===== config.mk =====
export PLATFORM = sky130hd
export DESIGN_NAME = card_strobe_seq
export DESIGN_NICKNAME = d
export VERILOG_FILES = /design/src/rtl/card_strobe_pkg.sv /design/src/rtl/card_strobe_regs.sv /design/src/rtl/card_phase_counter.sv /design/src/rtl/card_strobe_fsm.sv /design/src/rtl/card_strobe_seq.sv
export SDC_FILE = /design/constraint.sdc
export NUM_CORES = 1
export LEC_CHECK = 0
export CAP_MARGIN = 20
export CORE_MARGIN = 8
export CORE_UTILIZATION = 30
export CTS_CLUSTER_SIZE = 10
export DETAILED_ROUTE_END_ITERATION = 10
export DONT_BUFFER_PORTS = 1
export PLACE_DENSITY_LB_ADDON = 0.05
export REMOVE_ABC_BUFFERS = 1
export SLEW_MARGIN = 15
export SYNTH_ARGS = -nofsm -noshare
export SYNTH_HDL_FRONTEND = slang
export SYNTH_SLANG_ARGS = --single-unit

===== constraint.sdc =====
create_clock -name clk -period 2.2 [get_ports clk]
set_clock_uncertainty 0.15 [all_clocks]
set_input_delay 0.33 -clock clk [delete_from_list [all_inputs] [get_ports clk]]
set_output_delay 0.33 -clock clk [all_outputs]
set_load 0.05 [all_outputs]

===== src/rtl/card_strobe_pkg.sv =====
package card_strobe_pkg;
  typedef enum logic [2:0] {
    PH_IDLE,
    PH_SETUP,
    PH_ACCESS,
    PH_HOLD,
    PH_DONE
  } phase_e;
endpackage


===== src/rtl/card_strobe_regs.sv =====
module card_strobe_regs #(
  parameter int FIELD_W = 8,
  parameter int CFG_W   = 32,
  parameter int NSPACE  = 2,
  localparam int SEL_W  = (NSPACE > 1) ? $clog2(NSPACE) : 1,
  localparam int KEEP_W = 3*FIELD_W + 1
) (
  input  logic               clk,
  input  logic               rst,
  input  logic               cfg_we,
  input  logic [SEL_W-1:0]   cfg_space,
  input  logic [CFG_W-1:0]   cfg_wdata,
  input  logic [SEL_W-1:0]   rd_space,
  output logic [FIELD_W-1:0] setup_f,
  output logic [FIELD_W-1:0] access_f,
  output logic [FIELD_W-1:0] hold_f,
  output logic               wide_f
);
  // width bit stored at the top, three fields packed below it
  logic [KEEP_W-1:0] bank_q [NSPACE];
  logic [KEEP_W-1:0] wr_word;
  logic [KEEP_W-1:0] rd_word;
  logic              unused_rsvd;

  assign wr_word     = {cfg_wdata[CFG_W-1], cfg_wdata[3*FIELD_W-1:0]};
  assign unused_rsvd = ^cfg_wdata[CFG_W-2:3*FIELD_W];

  for (genvar s = 0; s < NSPACE; s++) begin : g_bank
    always_ff @(posedge clk) begin
      if (rst) begin
        bank_q[s] <= '0;
      end else if (cfg_we && (cfg_space == SEL_W'(s))) begin
        bank_q[s] <= wr_word;
      end
    end
  end

  assign rd_word  = bank_q[rd_space];
  assign setup_f  = rd_word[FIELD_W-1:0];
  assign access_f = rd_word[2*FIELD_W-1:FIELD_W];
  assign hold_f   = rd_word[3*FIELD_W-1:2*FIELD_W];
  assign wide_f   = rd_word[KEEP_W-1];
endmodule


===== src/rtl/card_phase_counter.sv =====
module card_phase_counter #(
  parameter int W = 8
) (
  input  logic         clk,
  input  logic         rst,
  input  logic         load,
  input  logic [W-1:0] load_val,
  output logic         zero
);
  logic [W-1:0] cnt_q;

  always_ff @(posedge clk) begin
    if (rst) begin
      cnt_q <= '0;
    end else if (load) begin
      cnt_q <= load_val;
    end else if (cnt_q != '0) begin
      cnt_q <= cnt_q - 1'b1;
    end
  end

  assign zero = (cnt_q == '0);
endmodule


===== src/rtl/card_strobe_fsm.sv =====
module card_strobe_fsm
  import card_strobe_pkg::*;
#(
  parameter int FIELD_W = 8
) (
  input  logic               clk,
  input  logic               rst,
  input  logic               req,
  input  logic [FIELD_W-1:0] setup_f,
  input  logic [FIELD_W-1:0] access_f,
  input  logic [FIELD_W-1:0] hold_f,
  input  logic               wide_f,
  input  logic               cnt_zero,
  output logic               cnt_load,
  output logic [FIELD_W-1:0] cnt_val,
  output logic               addr_n,
  output logic               data_n,
  output logic               done,
  output logic               busy,
  output logic               wide
);
  phase_e             phase_q;
  logic [FIELD_W-1:0] access_q;
  logic [FIELD_W-1:0] hold_q;

  always_ff @(posedge clk) begin
    if (rst) begin
      phase_q  <= PH_IDLE;
      addr_n   <= 1'b1;
      data_n   <= 1'b1;
      done     <= 1'b0;
      wide     <= 1'b0;
      access_q <= '0;
      hold_q   <= '0;
    end else begin
      done <= 1'b0;
      unique case (phase_q)
        PH_IDLE: if (req) begin
          phase_q  <= PH_SETUP;
          addr_n   <= 1'b0;
          access_q <= access_f;
          hold_q   <= hold_f;
          wide     <= wide_f;
        end
        PH_SETUP: if (cnt_zero) begin
          phase_q <= PH_ACCESS;
          data_n  <= 1'b0;
        end
        PH_ACCESS: if (cnt_zero) begin
          phase_q <= PH_HOLD;
          data_n  <= 1'b1;
        end
        PH_HOLD: if (cnt_zero) begin
          phase_q <= PH_DONE;
          addr_n  <= 1'b1;
          done    <= 1'b1;
        end
        PH_DONE: phase_q <= PH_IDLE;
        default: phase_q <= PH_IDLE;
      endcase
    end
  end

  always_comb begin
    cnt_load = 1'b0;
    cnt_val  = '0;
    unique case (phase_q)
      PH_IDLE:   if (req)      begin cnt_load = 1'b1; cnt_val = setup_f;  end
      PH_SETUP:  if (cnt_zero) begin cnt_load = 1'b1; cnt_val = access_q; end
      PH_ACCESS: if (cnt_zero) begin cnt_load = 1'b1; cnt_val = hold_q;   end
      default: ;
    endcase
  end

  assign busy = (phase_q != PH_IDLE);
endmodule


===== src/rtl/card_strobe_seq.sv =====
module card_strobe_seq #(
  parameter int FIELD_W = 8,
  parameter int CFG_W   = 32,
  parameter int NSPACE  = 2,
  localparam int SEL_W  = (NSPACE > 1) ? $clog2(NSPACE) : 1
) (
  input  logic             clk,
  input  logic             rst,
  input  logic             cfg_we,
  input  logic [SEL_W-1:0] cfg_space,
  input  logic [CFG_W-1:0] cfg_wdata,
  input  logic             req,
  input  logic [SEL_W-1:0] req_space,
  output logic             addr_strobe_n,
  output logic             data_strobe_n,
  output logic             done,
  output logic             busy,
  output logic             xfer_wide
);
  logic [FIELD_W-1:0] setup_f, access_f, hold_f, cnt_val;
  logic               wide_f, cnt_load, cnt_zero;

  card_strobe_regs #(.FIELD_W(FIELD_W), .CFG_W(CFG_W), .NSPACE(NSPACE)) u_regs (
    .clk(clk), .rst(rst), .cfg_we(cfg_we), .cfg_space(cfg_space),
    .cfg_wdata(cfg_wdata), .rd_space(req_space),
    .setup_f(setup_f), .access_f(access_f), .hold_f(hold_f), .wide_f(wide_f)
  );

  card_phase_counter #(.W(FIELD_W)) u_cnt (
    .clk(clk), .rst(rst), .load(cnt_load), .load_val(cnt_val), .zero(cnt_zero)
  );

  card_strobe_fsm #(.FIELD_W(FIELD_W)) u_fsm (
    .clk(clk), .rst(rst), .req(req),
    .setup_f(setup_f), .access_f(access_f), .hold_f(hold_f), .wide_f(wide_f),
    .cnt_zero(cnt_zero), .cnt_load(cnt_load), .cnt_val(cnt_val),
    .addr_n(addr_strobe_n), .data_n(data_strobe_n), .done(done),
    .busy(busy), .wide(xfer_wide)
  );
endmodule


==> metrics.md <==
| Metric | Value |
|---|---|
| Die area | `about 16,000 um2` |
| FF-to-FF Start | `u_cnt.cnt_q[0]` |
| Vias | `around 2,200` |
| Power Dens Cells | `between 1000 and 1500 nW/um2` |
| Sequential share of the synthesized area | `0.581` |
| Drt first-iter violations | `69` |
| Num CTS Buffers | `9` |
| DRT Pass-1 Iters | `6` |
| Worst Hold Launch | `rst` |
| Worst hold margin | `approximately 0.021 ns` |
| Fin crit period | `2.08 ns` |
| Cell area after layout | `4160 um2` |
| Critical R2R Capture | `u_cnt.cnt_q[1]` |
| Hold path depth | `2` |
| Post-synth EDFFs | `50` |
| Hold Path End | `u_cnt.cnt_q[0]` |
| # setup viols final | `0` |
| Part of the cycle the worst path needs | `0.947` |
| CP arrival | `roughly 2.2 ns` |
| Overall power | `about 0.0042 W` |
| Latest clock arrival within the worst-skew pair | `0.33 ns` |
| Synthesized area | `around 3700 um2` |
| Least-Margin Pin Slew | `0.552 ns` |
| DRC | `0` |
| Status | `finished, final reports clean` |
| CORE AREA | `about 12,000 um2` |
| WL/cell | `roughly 17 um` |
| GP Congestion | `0.722` |
| IO Port Bufs | `0` |
| Number of global-route vias before repair | `2,382` |
| GRT Total Usage | `0.109` |
| Unrepaired setup endpoints after global routing | `no` |
| HP Class | `primary input to flip-flop` |
| Largest net degree at the start of global routing | `46` |
| Slew Limit Fails | `0` |
| Lkg Pwr | `roughly 1.6 nW` |
| Post-layout util | `0.348` |
| R2r setup slk | `0.12 ns` |
| Layout cells sized above 1 | `0.115` |
| VDD IR-drop max | `roughly 360 uV` |
| Final hold violation count | `0` |
| Post-CTS setup buffers | `0` |
| Synth Register Bits | `81` |
| H-tree Lvls | `3` |
| Post-place instance area | `~3900 um2` |
| Clk buf depth | `2` |
| Drt via density | `4.74` |
| Clock slew at reported path FFs | `~0.06 ns` |
| DP HPWL | `about 5.0 mm` |
| Worst Setup End Kind | `flip-flop` |
| Reg2reg path depth | `6` |
| Die width | `approximately 130 um` |
| CTS tree | `built` |
| Worst endpoint required time | `about 2.3 ns` |
| Layout Cells excl Fill | `between 400 and 500` |
| Placed Cells | `between 400 and 500` |
| Initial Util | `0.306` |
| Grt ovf | `0` |
| Area grow syn2layout | `13.9%` |
| # rows | `40` |
| Type of origin of the critical path | `flip-flop` |
| YS warnings | `0` |
| Nets | `between 300 and 400` |
| Ports | `43` |
| Class of the most critical setup path | `flip-flop to flip-flop` |
| Die Y | `between 100 and 150 um` |
| Slew margin rel. | `0.631` |
| Fmax | `roughly 480 MHz` |
| Drt total wl | `just over 8 mm` |
| Max Cap Viol | `0` |
| Clock sinks | `81` |
| Syn_area_per_cell | `about 12 um2` |
| Root Driver | `clkbuf_16` |
| Post-synthesis cell type count | `49` |
| # diodes | `0` |
| Worst-path fanout max | `5` |
| Initial antenna violation count | `0` |
| Mapped Cells | `between 300 and 400` |
| Ys flop type | `edfxtp_1` |
| First-pass GRT wire length | `about 13 mm` |
| ANT nets after route | `0` |
| Async set-reset flop share out of synthesis | `0` |
## layer usage
metal / vias to the layer above / wire (um) / GRT usage
met5: - / 0 / 0
met4: 0 / 129 / 0.0467
met3: 12 / 395 / 0.0381
met2: 28 / 3970 / 0.182
met1: 1041 / 3610 / 0.123
li1: 1148 / - / -
## kinds of logic (layout without fill, tap and decap cells)
group	Yosys count	after routing	share of synthesized area
AO/OA/AOI/OAI	58	58	0.112
XOR/XNOR	3	3	0.00719
adder cells (fa/ha/maj)	1	1	0.00342
buffers and inverters	25	39	0.0356
flip-flops	81	81	0.581
multiplexers	28	28	0.0770
AND/OR/NAND/NOR	113	113	0.184
## cells in the final DEF (no fill, tap or decap), types with 2 or more instances in the layout
master	synthesis	layout
and2_1	51	51
edfxtp_1	50	50
dfxtp_1	31	31
mux2i_1	27	27
nor2_1	23	23
a211oi_1	18	18
buf_4	0	14
a21oi_1	11	11
clkbuf_16	0	9
nand2_1	7	7
clkbuf_1	14	6
nor3_1	5	5
or3_1	5	5
a22oi_1	5	5
a22o_1	4	4
nand3_1	4	4
o21ai_1	4	4
o21ai_0	4	4
inv_1	3	3
nand2b_1	3	3
xor2_1	3	3
nor2b_1	2	2
nor4b_1	2	2
a221oi_1	2	2
a2111oi_0	2	2
dlygate4sd3_1	0	2
buf_12	0	2
## registers in the layout (all words and copies together) (netlist names)
| signal | cells |
|---|---|
| u_fsm.wide | 1 |
| u_cnt.cnt_q | 8 |
| u_fsm.data_n | 1 |
| u_fsm.access_q | 8 |
| u_fsm.hold_q | 8 |
| u_fsm.addr_n | 1 |
| u_fsm.phase_q | 3 |
| u_regs.bank_q | 50 |
| u_fsm.done | 1 |
## cell usage after synthesis, drive strengths merged (5+ instances only)
| cell | instances | area, um2 |
|---|---|---|
| a22oi | 5 | 37.5 |
| a211oi | 19 | 148 |
| mux2i | 27 | 270 |
| and2 | 51 | 319 |
| a21oi | 11 | 55.1 |
| buf | 7 | 62.6 |
| o21ai | 8 | 40.0 |
| dfxtp | 31 | 621 |
| nand2 | 7 | 26.3 |
| nor3 | 5 | 25.0 |
| or3 | 5 | 31.3 |
| nand3 | 5 | 30.0 |
| nor2 | 23 | 86.3 |
| edfxtp | 50 | 1500 |
| clkbuf | 14 | 52.6 |
## final cells by class
class	count	area, um2
timing repair buffer	19	180
inverter	4	15.0
fill	1199	7800
tap	147	184
clock inverter	1	5.00
multi-input combinational	203	1410
sequential	81	2120
clock buffer	15	248
## metrics by stage
step	setup slack, ns	setup TNS [ns]
after global placement	0.0820	0
final	0.117	0
after global routing	0.0246	0
after floorplan	-0.0167	-0.0303
after detailed placement	0.0546	0
after CTS	0.0396	0
## worst max-delay path by stage
stage	startpoint	end	slack, ns
final	u_cnt.cnt_q[0]	u_cnt.cnt_q[1]	0.12
after global placement	u_cnt.cnt_q[0]	u_cnt.cnt_q[1]	0.08
after global routing	u_cnt.cnt_q[1]	u_cnt.cnt_q[1]	0.02
after detailed placement	u_cnt.cnt_q[0]	u_cnt.cnt_q[1]	0.05
after floorplan	u_cnt.cnt_q[0]	u_cnt.cnt_q[1]	-0.02
after CTS	u_cnt.cnt_q[0]	u_cnt.cnt_q[1]	0.04
## critical path, cell delays in order, from the launching register on
cell,delay [ns]
dfxtp_1,0.31
inv_1,0.05
ha_2,0.17
or4b_4,0.47
or2_4,0.30
or3_1,0.36
a211oi_2,0.19
## power by group
group | total (W) | switching, W | internal, W
sequential | 0.00195 | 0.000143 | 0.00180
combinational | 0.000932 | 0.000500 | 0.000432
clock | 0.00132 | 0.000555 | 0.000765
total | 0.00420 | 0.00120 | 0.00300
## what timing repair did
action	4_1_cts	5_1_grt
resized for setup	0	2
hold buffers	2	0
endpoints found under the hold margin	27	0
endpoints found under the setup margin	0	1
No activity file was read; power rests on OpenSTA's default activity.
